===== src/rtl/ext_dma_pkg.sv =====
package ext_dma_pkg;

   typedef enum logic [1:0] {
      PH_IDLE   = 2'd0,
      PH_FIRST  = 2'd1,
      PH_SECOND = 2'd2
   } dma_phase_e;

   // packed: enable is bit0, dst_inc is bit4
   typedef struct packed {
      logic dst_inc;
      logic src_inc;
      logic to_mem;
      logic copy_mode;
      logic enable;
   } dma_ctrl_t;

   localparam int unsigned CTRL_W   = 5;
   localparam int unsigned NUM_REGS = 5;
   localparam int unsigned OFS_SRC  = 0;
   localparam int unsigned OFS_DST  = 1;
   localparam int unsigned OFS_CNT  = 2;
   localparam int unsigned OFS_CTRL = 3;
   localparam int unsigned OFS_STAT = 4;

endpackage


===== src/rtl/dma_addr_ctr.sv =====
module dma_addr_ctr #(
   parameter int AW   = 28,
   parameter int STEP = 4
) (
   input  logic          clk,
   input  logic          rst_n,
   input  logic          load,
   input  logic [AW-1:0] load_val,
   input  logic          step,
   input  logic          inc_en,
   output logic [AW-1:0] addr_q
);
   localparam logic [AW-1:0] STEP_V = AW'(STEP);

   always_ff @(posedge clk) begin
      if (!rst_n)
         addr_q <= '0;
      else if (load)
         addr_q <= load_val;
      else if (step && inc_en)
         addr_q <= addr_q + STEP_V;
   end
endmodule


===== src/rtl/dma_regs.sv =====
module dma_regs
   import ext_dma_pkg::*;
#(
   parameter int AW  = 28,
   parameter int DW  = 32,
   parameter int CW  = 16,
   parameter int RAW = 3
) (
   input  logic            clk,
   input  logic            rst_n,
   input  logic            wr,
   input  logic [RAW-1:0]  addr,
   input  logic [DW-1:0]   wdata,
   output logic [DW-1:0]   rdata,
   input  logic [AW-1:0]   src_q,
   input  logic [AW-1:0]   dst_q,
   input  logic            word_done,
   output logic            load_src,
   output logic            load_dst,
   output logic [AW-1:0]   load_val,
   output dma_ctrl_t       ctrl_q,
   output logic [CW-1:0]   cnt_q,
   output logic            irq_q
);
   localparam logic [CW-1:0] CNT_ONE = CW'(1);

   logic [NUM_REGS-1:0] hit;
   logic                last_word;
   logic                unused_hi;

   for (genvar k = 0; k < NUM_REGS; k++) begin : g_hit
      assign hit[k] = wr && (addr == RAW'(k));
   end

   assign load_src  = hit[OFS_SRC];
   assign load_dst  = hit[OFS_DST];
   assign load_val  = wdata[AW-1:0];
   assign last_word = word_done && (cnt_q == CNT_ONE);
   assign unused_hi = ^wdata[DW-1:AW];

   always_ff @(posedge clk) begin
      if (!rst_n)
         cnt_q <= '0;
      else if (hit[OFS_CNT])
         cnt_q <= wdata[CW-1:0];
      else if (word_done)
         cnt_q <= cnt_q - CNT_ONE;
   end

   always_ff @(posedge clk) begin
      if (!rst_n)
         ctrl_q <= '0;
      else if (hit[OFS_CTRL])
         ctrl_q <= dma_ctrl_t'(wdata[CTRL_W-1:0]);
      else if (last_word)
         ctrl_q.enable <= 1'b0;
   end

   always_ff @(posedge clk) begin
      if (!rst_n)
         irq_q <= 1'b0;
      else if (last_word)
         irq_q <= 1'b1;
      else if (hit[OFS_STAT] && wdata[0])
         irq_q <= 1'b0;
   end

   always_comb begin
      rdata = '0;
      if (addr == RAW'(OFS_SRC))       rdata = DW'(src_q);
      else if (addr == RAW'(OFS_DST))  rdata = DW'(dst_q);
      else if (addr == RAW'(OFS_CNT))  rdata = DW'(cnt_q);
      else if (addr == RAW'(OFS_CTRL)) rdata = DW'(ctrl_q);
      else if (addr == RAW'(OFS_STAT)) rdata = DW'(irq_q);
   end


   cnt_no_rise_chk: assert property (@(posedge clk) disable iff (!rst_n)
      !$past(hit[OFS_CNT]) |-> (cnt_q <= $past(cnt_q)));


   irq_sticky_chk: assert property (@(posedge clk) disable iff (!rst_n)
      ($past(irq_q) && !$past(hit[OFS_STAT] && wdata[0])) |-> irq_q);
endmodule


===== src/rtl/dma_sequencer.sv =====
module dma_sequencer
   import ext_dma_pkg::*;
#(
   parameter int AW = 28,
   parameter int DW = 32,
   parameter int CW = 16
) (
   input  logic          clk,
   input  logic          rst_n,
   input  dma_ctrl_t     ctrl,
   input  logic [CW-1:0] cnt,
   input  logic [AW-1:0] src,
   input  logic [AW-1:0] dst,
   input  logic          req_n,
   input  logic          bus_ready,
   input  logic [DW-1:0] bus_rdata,
   output logic          ack_n,
   output logic          done_n,
   output logic [AW-1:0] bus_addr,
   output logic [DW-1:0] bus_wdata,
   output logic          bus_rw_n,
   output logic [1:0]    bus_cs_n,
   output logic          word_done,
   output logic          step_src,
   output logic          step_dst
);
   localparam logic [CW-1:0] CNT_ONE = CW'(1);

   dma_phase_e    state_q, state_d;
   logic [DW-1:0] hold_q;
   logic          start;
   logic          dev_side;

   assign start = (state_q == PH_IDLE) && ctrl.enable && !req_n && (cnt != '0);

   always_comb begin
      state_d = state_q;
      unique case (state_q)
         PH_IDLE:   if (start) state_d = PH_FIRST;
         PH_FIRST:  if (bus_ready) state_d = ctrl.copy_mode ? PH_SECOND : PH_IDLE;
         PH_SECOND: if (bus_ready) state_d = PH_IDLE;
         default:   state_d = PH_IDLE;
      endcase
   end

   always_ff @(posedge clk) begin
      if (!rst_n) begin
         state_q <= PH_IDLE;
         hold_q  <= '0;
      end else begin
         state_q <= state_d;
         if (state_q == PH_FIRST && bus_ready && ctrl.copy_mode)
            hold_q <= bus_rdata;
      end
   end

   assign word_done = bus_ready &&
      ((state_q == PH_FIRST && !ctrl.copy_mode) || state_q == PH_SECOND);
   assign step_src  = word_done && (ctrl.copy_mode || !ctrl.to_mem);
   assign step_dst  = word_done && (ctrl.copy_mode || ctrl.to_mem);

   always_comb begin
      bus_cs_n  = 2'b11;
      bus_rw_n  = 1'b1;
      bus_addr  = '0;
      bus_wdata = '0;
      dev_side  = 1'b0;
      unique case (state_q)
         PH_FIRST: begin
            bus_cs_n = 2'b10;
            bus_rw_n = ctrl.copy_mode || !ctrl.to_mem;
            bus_addr = (ctrl.copy_mode || !ctrl.to_mem) ? src : dst;
            dev_side = !ctrl.copy_mode || ctrl.to_mem;
         end
         PH_SECOND: begin
            bus_cs_n  = 2'b01;
            bus_rw_n  = 1'b0;
            bus_addr  = dst;
            bus_wdata = hold_q;
            dev_side  = !ctrl.to_mem;
         end
         default: ;
      endcase
   end

   assign ack_n  = !dev_side;
   assign done_n = !(dev_side && cnt == CNT_ONE);


   one_select_chk: assert property (@(posedge clk) disable iff (!rst_n)
      $onehot0(~bus_cs_n));


   stall_hold_chk: assert property (@(posedge clk) disable iff (!rst_n)
      (state_q != PH_IDLE && !bus_ready) |=> ($stable(bus_addr) && $stable(bus_cs_n) && $stable(bus_rw_n)));


   start_on_req_chk: assert property (@(posedge clk) disable iff (!rst_n)
      (state_q != PH_IDLE && $past(state_q) == PH_IDLE) |-> $past(!req_n && ctrl.enable));


   copy_data_chk: assert property (@(posedge clk) disable iff (!rst_n)
      (state_q == PH_SECOND && $past(state_q) == PH_FIRST) |-> (bus_wdata == $past(bus_rdata)));
endmodule


===== src/rtl/ext_dma_channel.sv =====
module ext_dma_channel
   import ext_dma_pkg::*;
#(
   parameter int AW   = 28,
   parameter int DW   = 32,
   parameter int CW   = 16,
   parameter int RAW  = 3,
   parameter int STEP = 4
) (
   input  logic           clk,
   input  logic           rst_n,
   input  logic           reg_wr,
   input  logic [RAW-1:0] reg_addr,
   input  logic [DW-1:0]  reg_wdata,
   output logic [DW-1:0]  reg_rdata,
   output logic           irq,
   input  logic           dev_req_n,
   output logic           dev_ack_n,
   output logic           dev_done_n,
   output logic [AW-1:0]  bus_addr,
   output logic [DW-1:0]  bus_wdata,
   input  logic [DW-1:0]  bus_rdata,
   output logic           bus_rw_n,
   output logic [1:0]     bus_cs_n,
   input  logic           bus_ready
);
   localparam int NPTR = 2;

   if (AW < 8 || AW >= DW) begin : g_bad_aw
      $error("ext_dma_channel: AW must be in [8, DW)");
   end
   if (CW < 2 || CW > AW) begin : g_bad_cw
      $error("ext_dma_channel: CW must be in [2, AW]");
   end
   if ((1 << RAW) < NUM_REGS) begin : g_bad_raw
      $error("ext_dma_channel: RAW too narrow for register map");
   end
   if (STEP < 1 || (STEP & (STEP - 1)) != 0) begin : g_bad_step
      $error("ext_dma_channel: STEP must be a power of two");
   end

   dma_ctrl_t     ctrl_q;
   logic [CW-1:0] cnt_q;
   logic [AW-1:0] load_val;
   logic          word_done;
   logic [NPTR-1:0]         ptr_load, ptr_step, ptr_inc;
   logic [NPTR-1:0][AW-1:0] ptr_q;

   dma_regs #(.AW(AW), .DW(DW), .CW(CW), .RAW(RAW)) u_regs (
      .clk       (clk),
      .rst_n     (rst_n),
      .wr        (reg_wr),
      .addr      (reg_addr),
      .wdata     (reg_wdata),
      .rdata     (reg_rdata),
      .src_q     (ptr_q[0]),
      .dst_q     (ptr_q[1]),
      .word_done (word_done),
      .load_src  (ptr_load[0]),
      .load_dst  (ptr_load[1]),
      .load_val  (load_val),
      .ctrl_q    (ctrl_q),
      .cnt_q     (cnt_q),
      .irq_q     (irq)
   );

   assign ptr_inc[0] = ctrl_q.src_inc;
   assign ptr_inc[1] = ctrl_q.dst_inc;

   for (genvar i = 0; i < NPTR; i++) begin : g_ptr
      dma_addr_ctr #(.AW(AW), .STEP(STEP)) u_ctr (
         .clk      (clk),
         .rst_n    (rst_n),
         .load     (ptr_load[i]),
         .load_val (load_val),
         .step     (ptr_step[i]),
         .inc_en   (ptr_inc[i]),
         .addr_q   (ptr_q[i])
      );
   end

   dma_sequencer #(.AW(AW), .DW(DW), .CW(CW)) u_seq (
      .clk       (clk),
      .rst_n     (rst_n),
      .ctrl      (ctrl_q),
      .cnt       (cnt_q),
      .src       (ptr_q[0]),
      .dst       (ptr_q[1]),
      .req_n     (dev_req_n),
      .bus_ready (bus_ready),
      .bus_rdata (bus_rdata),
      .ack_n     (dev_ack_n),
      .done_n    (dev_done_n),
      .bus_addr  (bus_addr),
      .bus_wdata (bus_wdata),
      .bus_rw_n  (bus_rw_n),
      .bus_cs_n  (bus_cs_n),
      .word_done (word_done),
      .step_src  (ptr_step[0]),
      .step_dst  (ptr_step[1])
   );


   done_last_chk: assert property (@(posedge clk) disable iff (!rst_n)
      !dev_done_n |-> (cnt_q == CW'(1) && !dev_ack_n));


   enable_drop_chk: assert property (@(posedge clk) disable iff (!rst_n)
      ($fell(ctrl_q.enable) && !$past(reg_wr && reg_addr == RAW'(OFS_CTRL))) |-> irq);
endmodule


===== config.mk =====
export PLATFORM = sky130hd
export DESIGN_NAME = ext_dma_channel
export DESIGN_NICKNAME = d
export VERILOG_FILES = /design/src/rtl/ext_dma_pkg.sv /design/src/rtl/dma_addr_ctr.sv /design/src/rtl/dma_regs.sv /design/src/rtl/dma_sequencer.sv /design/src/rtl/ext_dma_channel.sv
export SDC_FILE = /design/constraint.sdc
export NUM_CORES = 1
export LEC_CHECK = 0
export BUFFER_PORTS_ARGS = -buffer_cell sky130_fd_sc_hd__buf_2
export CAP_MARGIN = 20
export CORE_UTILIZATION = 40
export DETAILED_ROUTE_END_ITERATION = 6
export GPL_ROUTABILITY_DRIVEN = 0
export GPL_TIMING_DRIVEN = 0
export PLACE_DENSITY = 0.59
export SLEW_MARGIN = 20
export SYNTH_ARGS = -nofsm -noshare
export SYNTH_HDL_FRONTEND = slang
export SYNTH_SLANG_ARGS = --single-unit

===== constraint.sdc =====
create_clock -name clk -period 2.8 [get_ports clk]
set_input_delay 0.28 -clock clk [delete_from_list [all_inputs] [get_ports clk]]
set_output_delay 0.28 -clock clk [all_outputs]
set_load 0.01 [all_outputs]

After elaboration in Yosys (flattened, before gate mapping)
Index checks and enable logic that the tools add are counted.
{"block": "op_classes", "reduce_logical": 37, "n_eq_ne": 10, "mux": 26, "add_sub_neg": 3}
{"op": "$mux 32", "n": 5}
{"op": "$mux 28", "n": 5}
{"op": "$add 28x3->28 const B", "n": 2}
{"op": "$pmux 28 s2", "n": 1}
{"op": "$mux 16", "n": 2}
{"op": "$logic_and 1x1->1", "n": 19}
{"op": "$eq 16x1->1 const B", "n": 1}
{"op": "$reduce_bool 16->1", "n": 1}
{"op": "$sub 16x1->16 const B", "n": 1}
{"op": "$reduce_bool 2->1", "n": 5}
{"op": "$mux 2", "n": 4}
{"op": "$eq 3x2->1 const B", "n": 2}
{"op": "$pmux 2 s3", "n": 1}
{"op": "$logic_not 1->1", "n": 5}
{"op": "$mux 1", "n": 5}
{"op": "$logic_or 1x1->1", "n": 4}
{"op": "$ne 2x2->1 const B", "n": 2}
{"op": "$pmux 1 s2", "n": 2}
{"op": "$pmux 2 s2", "n": 1}
{"op": "$eq 3x1->1 const B", "n": 1}
{"op": "$eq 3x3->1 const B", "n": 1}
{"op": "$logic_not 3->1", "n": 1}
{"op": "$reduce_and 3->1", "n": 1}
{"op": "$eq 2x1->1 const B", "n": 1}
{"op": "3 further kinds", "n": 3}
{"block": "totals", "elab_cells": 87, "output_inout_bits": 98, "reg_bits": 112, "inputBits": 72}

Logic depth before layout (Yosys ltp)
{"block": "logic_depth", "word_depth": 8, "mapped_depth": 9, "depth_no_buf": 7}

Modules after synthesis
Synthesis repeated with hierarchy kept, for this count alone.
{"block": "unflattened", "cells_unflattened": 976, "hier_area_um2": 7452.1}
{"module": "dma_addr_ctr", "instances": 2, "cells_each": 202, "seq_area_each_um2": 560.5, "area_each_um2": 1647.8}
{"module": "dma_sequencer", "instances": 1, "cells_each": 318, "seq_area_each_um2": 680.7, "area_each_um2": 2119.5}
{"module": "dma_regs", "instances": 1, "cells_each": 254, "seq_area_each_um2": 440.4, "area_each_um2": 2037.0}

Worst setup path after synthesis
Ideal clock, no wire load.
{"block": "synth_path", "kind": "reg-to-reg", "start": "register u_seq.state_q[1]", "end": "register g_ptr[0].u_ctr.addr_q[11]", "stages_incl_launch_ff": 10, "required_ps": 2714, "n_path_buf": 2, "path_slack_ps": 640, "t_arrival_ps": 2074, "setup_ps": 86, "synth_period_minus_slack_ps": 2160, "path_cell_list": "dfxtp_1 -> inv_1 -> ha_1 -> clkbuf_1 -> nand2b_1 -> a211oi_1 -> clkbuf_1 -> nand3_1 -> xor2_1 -> a211oi_1"}
{"block": "synth_via", "elab_chain_len": 7, "elab_cells_between_ends": 8, "cone_classes": "eq/ne (2); reduce/logical (6)"}
{"element": "start, declared", "line_no": "dma_sequencer.sv:29", "text": "dma_phase_e state_q, state_d;"}
{"element": "start signal, assigned", "line_no": "dma_sequencer.sv:51", "text": "state_q <= state_d;"}
{"element": "$eq 2x1->1", "line_no": "dma_sequencer.sv:58", "text": "((state_q == PH_FIRST && !ctrl.copy_mode) || state_q == PH_SECOND);"}
{"element": "$logic_and 1x1->1", "line_no": "dma_sequencer.sv:58"}
{"element": "$logic_or 1x1->1 *", "line_no": "dma_sequencer.sv:58"}
{"element": "$logic_and 1x1->1 *", "line_no": "dma_sequencer.sv:57", "text": "assign word_done = bus_ready &&"}
{"element": "$logic_and 1x1->1 *", "line_no": "dma_sequencer.sv:59", "text": "assign step_src = word_done && (ctrl.copy_mode || !ctrl.to_mem);"}
{"element": "$logic_and 1x1->1 *", "line_no": "dma_addr_ctr.sv:20", "text": "else if (step && inc_en)"}
{"element": "$reduce_bool 2->1 (no line) *"}
{"element": "end signal, assigned", "line_no": "dma_addr_ctr.sv:19", "text": "addr_q <= load_val;"}
{"element": "end signal, assigned", "line_no": "dma_addr_ctr.sv:21", "text": "addr_q <= addr_q + STEP_V;"}
{"element": "end, declared", "line_no": "dma_addr_ctr.sv:11", "text": "output logic [AW-1:0] addr_q"}
Every way passes the cells marked *; elsewhere a longest branch is shown, timed or not.
A chain may end at the register's enable or synchronous reset.

Final worst setup path
{"block": "layout_path", "start": "register u_regs.ctrl_q[2] (netlist name)", "end": "output bus_addr[11]"}
{"block": "layout_via", "elab_chain_len": 4}
{"element": "$logic_not 1->1", "line_no": "dma_sequencer.sv:72", "text": "bus_addr = (ctrl.copy_mode || !ctrl.to_mem) ? src : dst;"}
{"element": "$logic_or 1x1->1", "line_no": "dma_sequencer.sv:72"}
{"element": "$mux 28", "line_no": "dma_sequencer.sv:72"}
{"element": "$pmux 28 s2", "line_no": "dma_sequencer.sv:68", "text": "unique case (state_q)"}
{"element": "end, declared", "line_no": "ext_dma_channel.sv:20", "text": "output logic [AW-1:0] bus_addr,"}
Every way passes these cells.

==> metrics.log <==
INFO  metric outcome = finished, final reports clean
INFO  metric p_leak = 3.18 nW
INFO  metric critical_path.slowest_cell = sky130_fd_sc_hd__dfxtp_1
INFO  metric arrival = 2440 ps
INFO  metric m1_wl = 11200 um
INFO  metric crit_type = reg2out
INFO  metric postSynthAreaPerCell = 7.38 sq um
INFO  metric globalRoute.totalOverflow = 0
INFO  metric grt_antenna_before_repair = 0
INFO  metric critPathMostFrequentCell = sky130_fd_sc_hd__nand2_1
INFO  metric fin_nets = 1175
INFO  metric path_max_fanout = 10
INFO  metric placed_cells_incl_taps = 1305
INFO  metric multiInputGateArea = 0.00422 sq mm
INFO  metric critPathBufInv = 2
INFO  metric clockRootBuffer = sky130_fd_sc_hd__clkbuf_16
INFO  metric global_route_wire_length_before_repair = 38300 um
INFO  metric wl = 24700 um
INFO  metric fp.dieArea = 0.0176 sq mm
INFO  metric buffer_ports.inserted = 158
INFO  metric routed-wl-met2 = 10700 um
INFO  metric grt_pass1_vias = 6793
INFO  metric synth_seq_area_share = 0.329
INFO  metric maximum_number_of_pins_on_one_net_before_global_route_repair = 21
INFO  metric setup.worst_path.start_class = flop
INFO  metric critical_path_capture_point_type = primary output
INFO  metric fillers = 1736
INFO  metric post_synth_num_cell_types = 53
INFO  metric htree_num_levels = 3
INFO  metric cpLargestDelayFamily = simple AND/OR/NAND/NOR gates
INFO  metric synthesis.yosys.warnings = 0
INFO  metric finalHoldViolCount = 0
INFO  metric required = 2520 ps
INFO  metric critical_path.cell_chain = nor2b_4 -> nand2_1 -> nand2_1 -> clkbuf_4 -> a21oi_1 -> nor3b_1 -> buf_2
INFO  metric async_reset_ff_frac = 0
INFO  metric holdCritPathClass = in2reg
INFO  metric route.detailed.drc = 0
INFO  metric syn-instance-count = 924
INFO  metric worst_setup_hold_path_clk_slew = 80 ps
INFO  metric dp_hpwl = 18400 um
INFO  metric finalCriticalPeriod = 2720 ps
INFO  metric slew_headroom = 0.351
INFO  metric highest_layer = met4
INFO  metric floorplan.die.height = 133 um
INFO  metric number_of_max_cap_violations = 0
INFO  metric initial_drc_count = 643
INFO  metric cts_tree = built
INFO  metric unrepaired_setup_endpoints_after_global_routing = false
INFO  metric power_per_cell_area = 419 mW/mm^2
INFO  metric synthesized_flop_and_latch_total = 112
INFO  metric ios = 170
INFO  metric instances_no_fill = 1319
INFO  metric ys_dominant_reg_cell = sky130_fd_sc_hd__dfxtp_1
INFO  metric fp.coreArea = 0.0166 sq mm
INFO  metric die_width = 133 um
INFO  metric clock_network_latency_to_the_later_pin_of_the_worst_skew_pair = 360 ps
INFO  metric finish.instance_area = 0.00821 sq mm
INFO  metric max_slew.worst_pin.slew = 970 ps
INFO  metric achievable_freq = 367 MHz
INFO  metric drt_first_pass_iters = 5
INFO  metric final_setup_viols = 0
INFO  metric placedInstanceArea = 0.00790 sq mm
INFO  metric grt.total_usage = 0.283
INFO  metric ant_nets = 0
INFO  metric dr_vias_cell = 5.60
INFO  metric clock-skew-final = 10.3 ps
INFO  metric area_delta_synth_final = 20.3%
INFO  metric critical_path.max_stage_delay = 490 ps
INFO  metric pins_over_their_slew_limit = 0
INFO  metric vias = 7385
INFO  metric route.detailed.wl_per_inst = 18.7 um
INFO  metric synthesis.area = 0.00682 sq mm
INFO  metric placement_row_count = 47
INFO  metric clock_sinks = 112
INFO  metric antenna_cells_inserted = 0
INFO  metric cts-buffers-inserted = 9
INFO  metric initial_core_util = 0.410
INFO  metric layout-drive-gt1-share = 0.190
INFO  metric cts_max_path_buffers = 2
INFO  metric period_utilization = 0.972
INFO  metric amount_of_wire_on_met3_after_detailed_routing = 1960 um
INFO  metric ff_latch_area = 0.00224 sq mm
INFO  metric synth_edf_count = 0
INFO  metric irDropWorstVdd = 0.291 mV
==> cells in the final DEF (no fill, tap or decap), types with 3 or more instances in the layout <==
master and n:
sky130_fd_sc_hd__ha_1 8, sky130_fd_sc_hd__nand2_1 137, sky130_fd_sc_hd__a22oi_1 11, sky130_fd_sc_hd__clkbuf_2 7
sky130_fd_sc_hd__dfxtp_1 112, sky130_fd_sc_hd__xnor2_1 35, sky130_fd_sc_hd__a311oi_1 3, sky130_fd_sc_hd__inv_1 16
sky130_fd_sc_hd__clkbuf_1 57, sky130_fd_sc_hd__nor2_1 79, sky130_fd_sc_hd__and3_1 6, sky130_fd_sc_hd__buf_1 4
sky130_fd_sc_hd__nand4_1 21, sky130_fd_sc_hd__nor3_1 13, sky130_fd_sc_hd__or2_2 4, sky130_fd_sc_hd__buf_2 160
sky130_fd_sc_hd__mux4_2 4, sky130_fd_sc_hd__nor2b_1 15, sky130_fd_sc_hd__a211oi_1 9, sky130_fd_sc_hd__buf_4 4
sky130_fd_sc_hd__and4_1 3, sky130_fd_sc_hd__conb_1 4, sky130_fd_sc_hd__o21ai_0 62, sky130_fd_sc_hd__nand3_1 21
sky130_fd_sc_hd__a21oi_1 117, sky130_fd_sc_hd__nor3b_1 4, sky130_fd_sc_hd__nor4_1 20, sky130_fd_sc_hd__and2_1 39
sky130_fd_sc_hd__xor2_1 24, sky130_fd_sc_hd__or3_1 6, sky130_fd_sc_hd__clkbuf_16 9, sky130_fd_sc_hd__o22ai_1 4
sky130_fd_sc_hd__or4_1 5, sky130_fd_sc_hd__mux2i_1 34, sky130_fd_sc_hd__a31oi_1 6, sky130_fd_sc_hd__inv_6 4
==> sequential cells by signal (all words and copies together), names as in the netlist <==
signal	cells
u_regs.ctrl_q	5
u_regs.cnt_q	16
u_seq.state_q	2
g_ptr.u_ctr.addr_q	56
u_regs.irq_q	1
u_seq.hold_q	32
==> final timing paths <==
check | startpoint | end | slack, ps | cells after the start
max | u_regs.ctrl_q[2]$_SDFFE_PN0P_ | bus_addr[11] | 80 | 7
min reg2reg | u_seq.hold_q[27]$_SDFFE_PN0P_ | u_seq.hold_q[27]$_SDFFE_PN0P_ | 450 | 2
min | bus_rdata[14] | u_seq.hold_q[14]$_SDFFE_PN0P_ | 140 | 3
max reg2reg | u_seq.state_q[0]$_SDFFE_PN0P_ | u_regs.ctrl_q[0]$_SDFFE_PN0P_ | 220 | 6
==> worst register-to-register path, stage by stage (launching register included) <==
cell,delay (ps)
sky130_fd_sc_hd__dfxtp_1,340
sky130_fd_sc_hd__inv_1,110
sky130_fd_sc_hd__ha_1,190
sky130_fd_sc_hd__clkbuf_1,440
sky130_fd_sc_hd__o21ai_1,410
sky130_fd_sc_hd__nor4_1,750
sky130_fd_sc_hd__o22ai_1,190
==> power by group <==
| part | total [mW] | leakage (nW) | switching, mW | internal [mW] |
|---|---|---|---|---|
| Sequential | 1.69 | 0.907 | 0.0595 | 1.63 |
| Clock | 1.30 | 0.137 | 0.681 | 0.623 |
| Combinational | 0.443 | 2.14 | 0.275 | 0.168 |
==> timing repair <==
item | 4_1_cts | 5_1_grt
hold endpoints to repair | 0 | 0
resized for setup | 10 | 9
setup endpoints to repair | 37 | 22
hold buffers | 0 | 0
setup buffers | 0 | 0
==> logic make-up (layout without fill, tap and decap cells) <==
family,count (synthesis),in the layout,share of synthesized area
and+or+nand+nor,383,383,0.277
AOI/OAI and AO/OA,226,226,0.182
DFF,112,112,0.329
buffers and inverters,96,268,0.0563
xor gates and xnor gates,59,59,0.0758
muxes,38,38,0.0631
adders and majority gates,9,9,0.0165
other,1,4,0.000550
==> per-stage QoR <==
stage | setup TNS (ps) | total power, mW | setup slack [ps] | util | hold WS, ps
CTS | 0 | 3.44 | 17.3 | 0.492 | 138
floorplan | 0 | 1.98 | 640 | - | 416
finish | 0 | 3.44 | 77.6 | 0.493 | 144
detailed placement | -698 | 2.16 | -126 | 0.474 | 443
global placement | -1070 | 2.16 | -134 | 0.474 | 438
global route | 0 | 3.55 | 12.7 | 0.493 | 138
==> cell type report <==
cell class	count	share of cell area
Timing Repair Buffer	158	0.0964
Clock buffer	9	0.0274
Inverter	18	0.00823
Clock inverter	7	0.00732
Tap cell	220	0.0335
Buffer	76	0.0393
Sequential cell	112	0.273
Multi-Input combinational cell	719	0.515
==> synthesized netlist by cell type, drive strengths merged, types with 2 or more instances <==
master	instances	area (sq um)
nor4	22	168
and3	6	37.5
nand2	137	514
buf	10	60.1
mux4	4	90.1
ha	9	113
a21oi	118	591
and2	39	244
nor3	15	85.1
nor2	79	297
o21ai	63	315
o22ai	4	25.0
o211ai	2	15.0
a211oi	10	75.1
nor2b	16	100
dfxtp	112	2240
inv	18	67.6
xnor2	35	307
nand4	21	131
or3	6	37.5
a31oi	6	37.5
nand3	21	105
and4	3	26.3
or4	6	48.8
mux2i	34	340
a311oi	3	26.3
clkbuf	68	256
nor3b	4	30.0
or2	4	25.0
a22oi	11	82.6
xor2	24	210
==> routing by layer <==
| metal | track usage | vias to the layer above |
|---|---|---|
| li1 | - | 3536 |
| met3 | 0.0494 | 62 |
| met1 | 0.395 | 3459 |
| met5 | 0 | - |
| met4 | 0.119 | 0 |
| met2 | 0.427 | 328 |
Note: power is estimated with default switching activity, not from simulation.
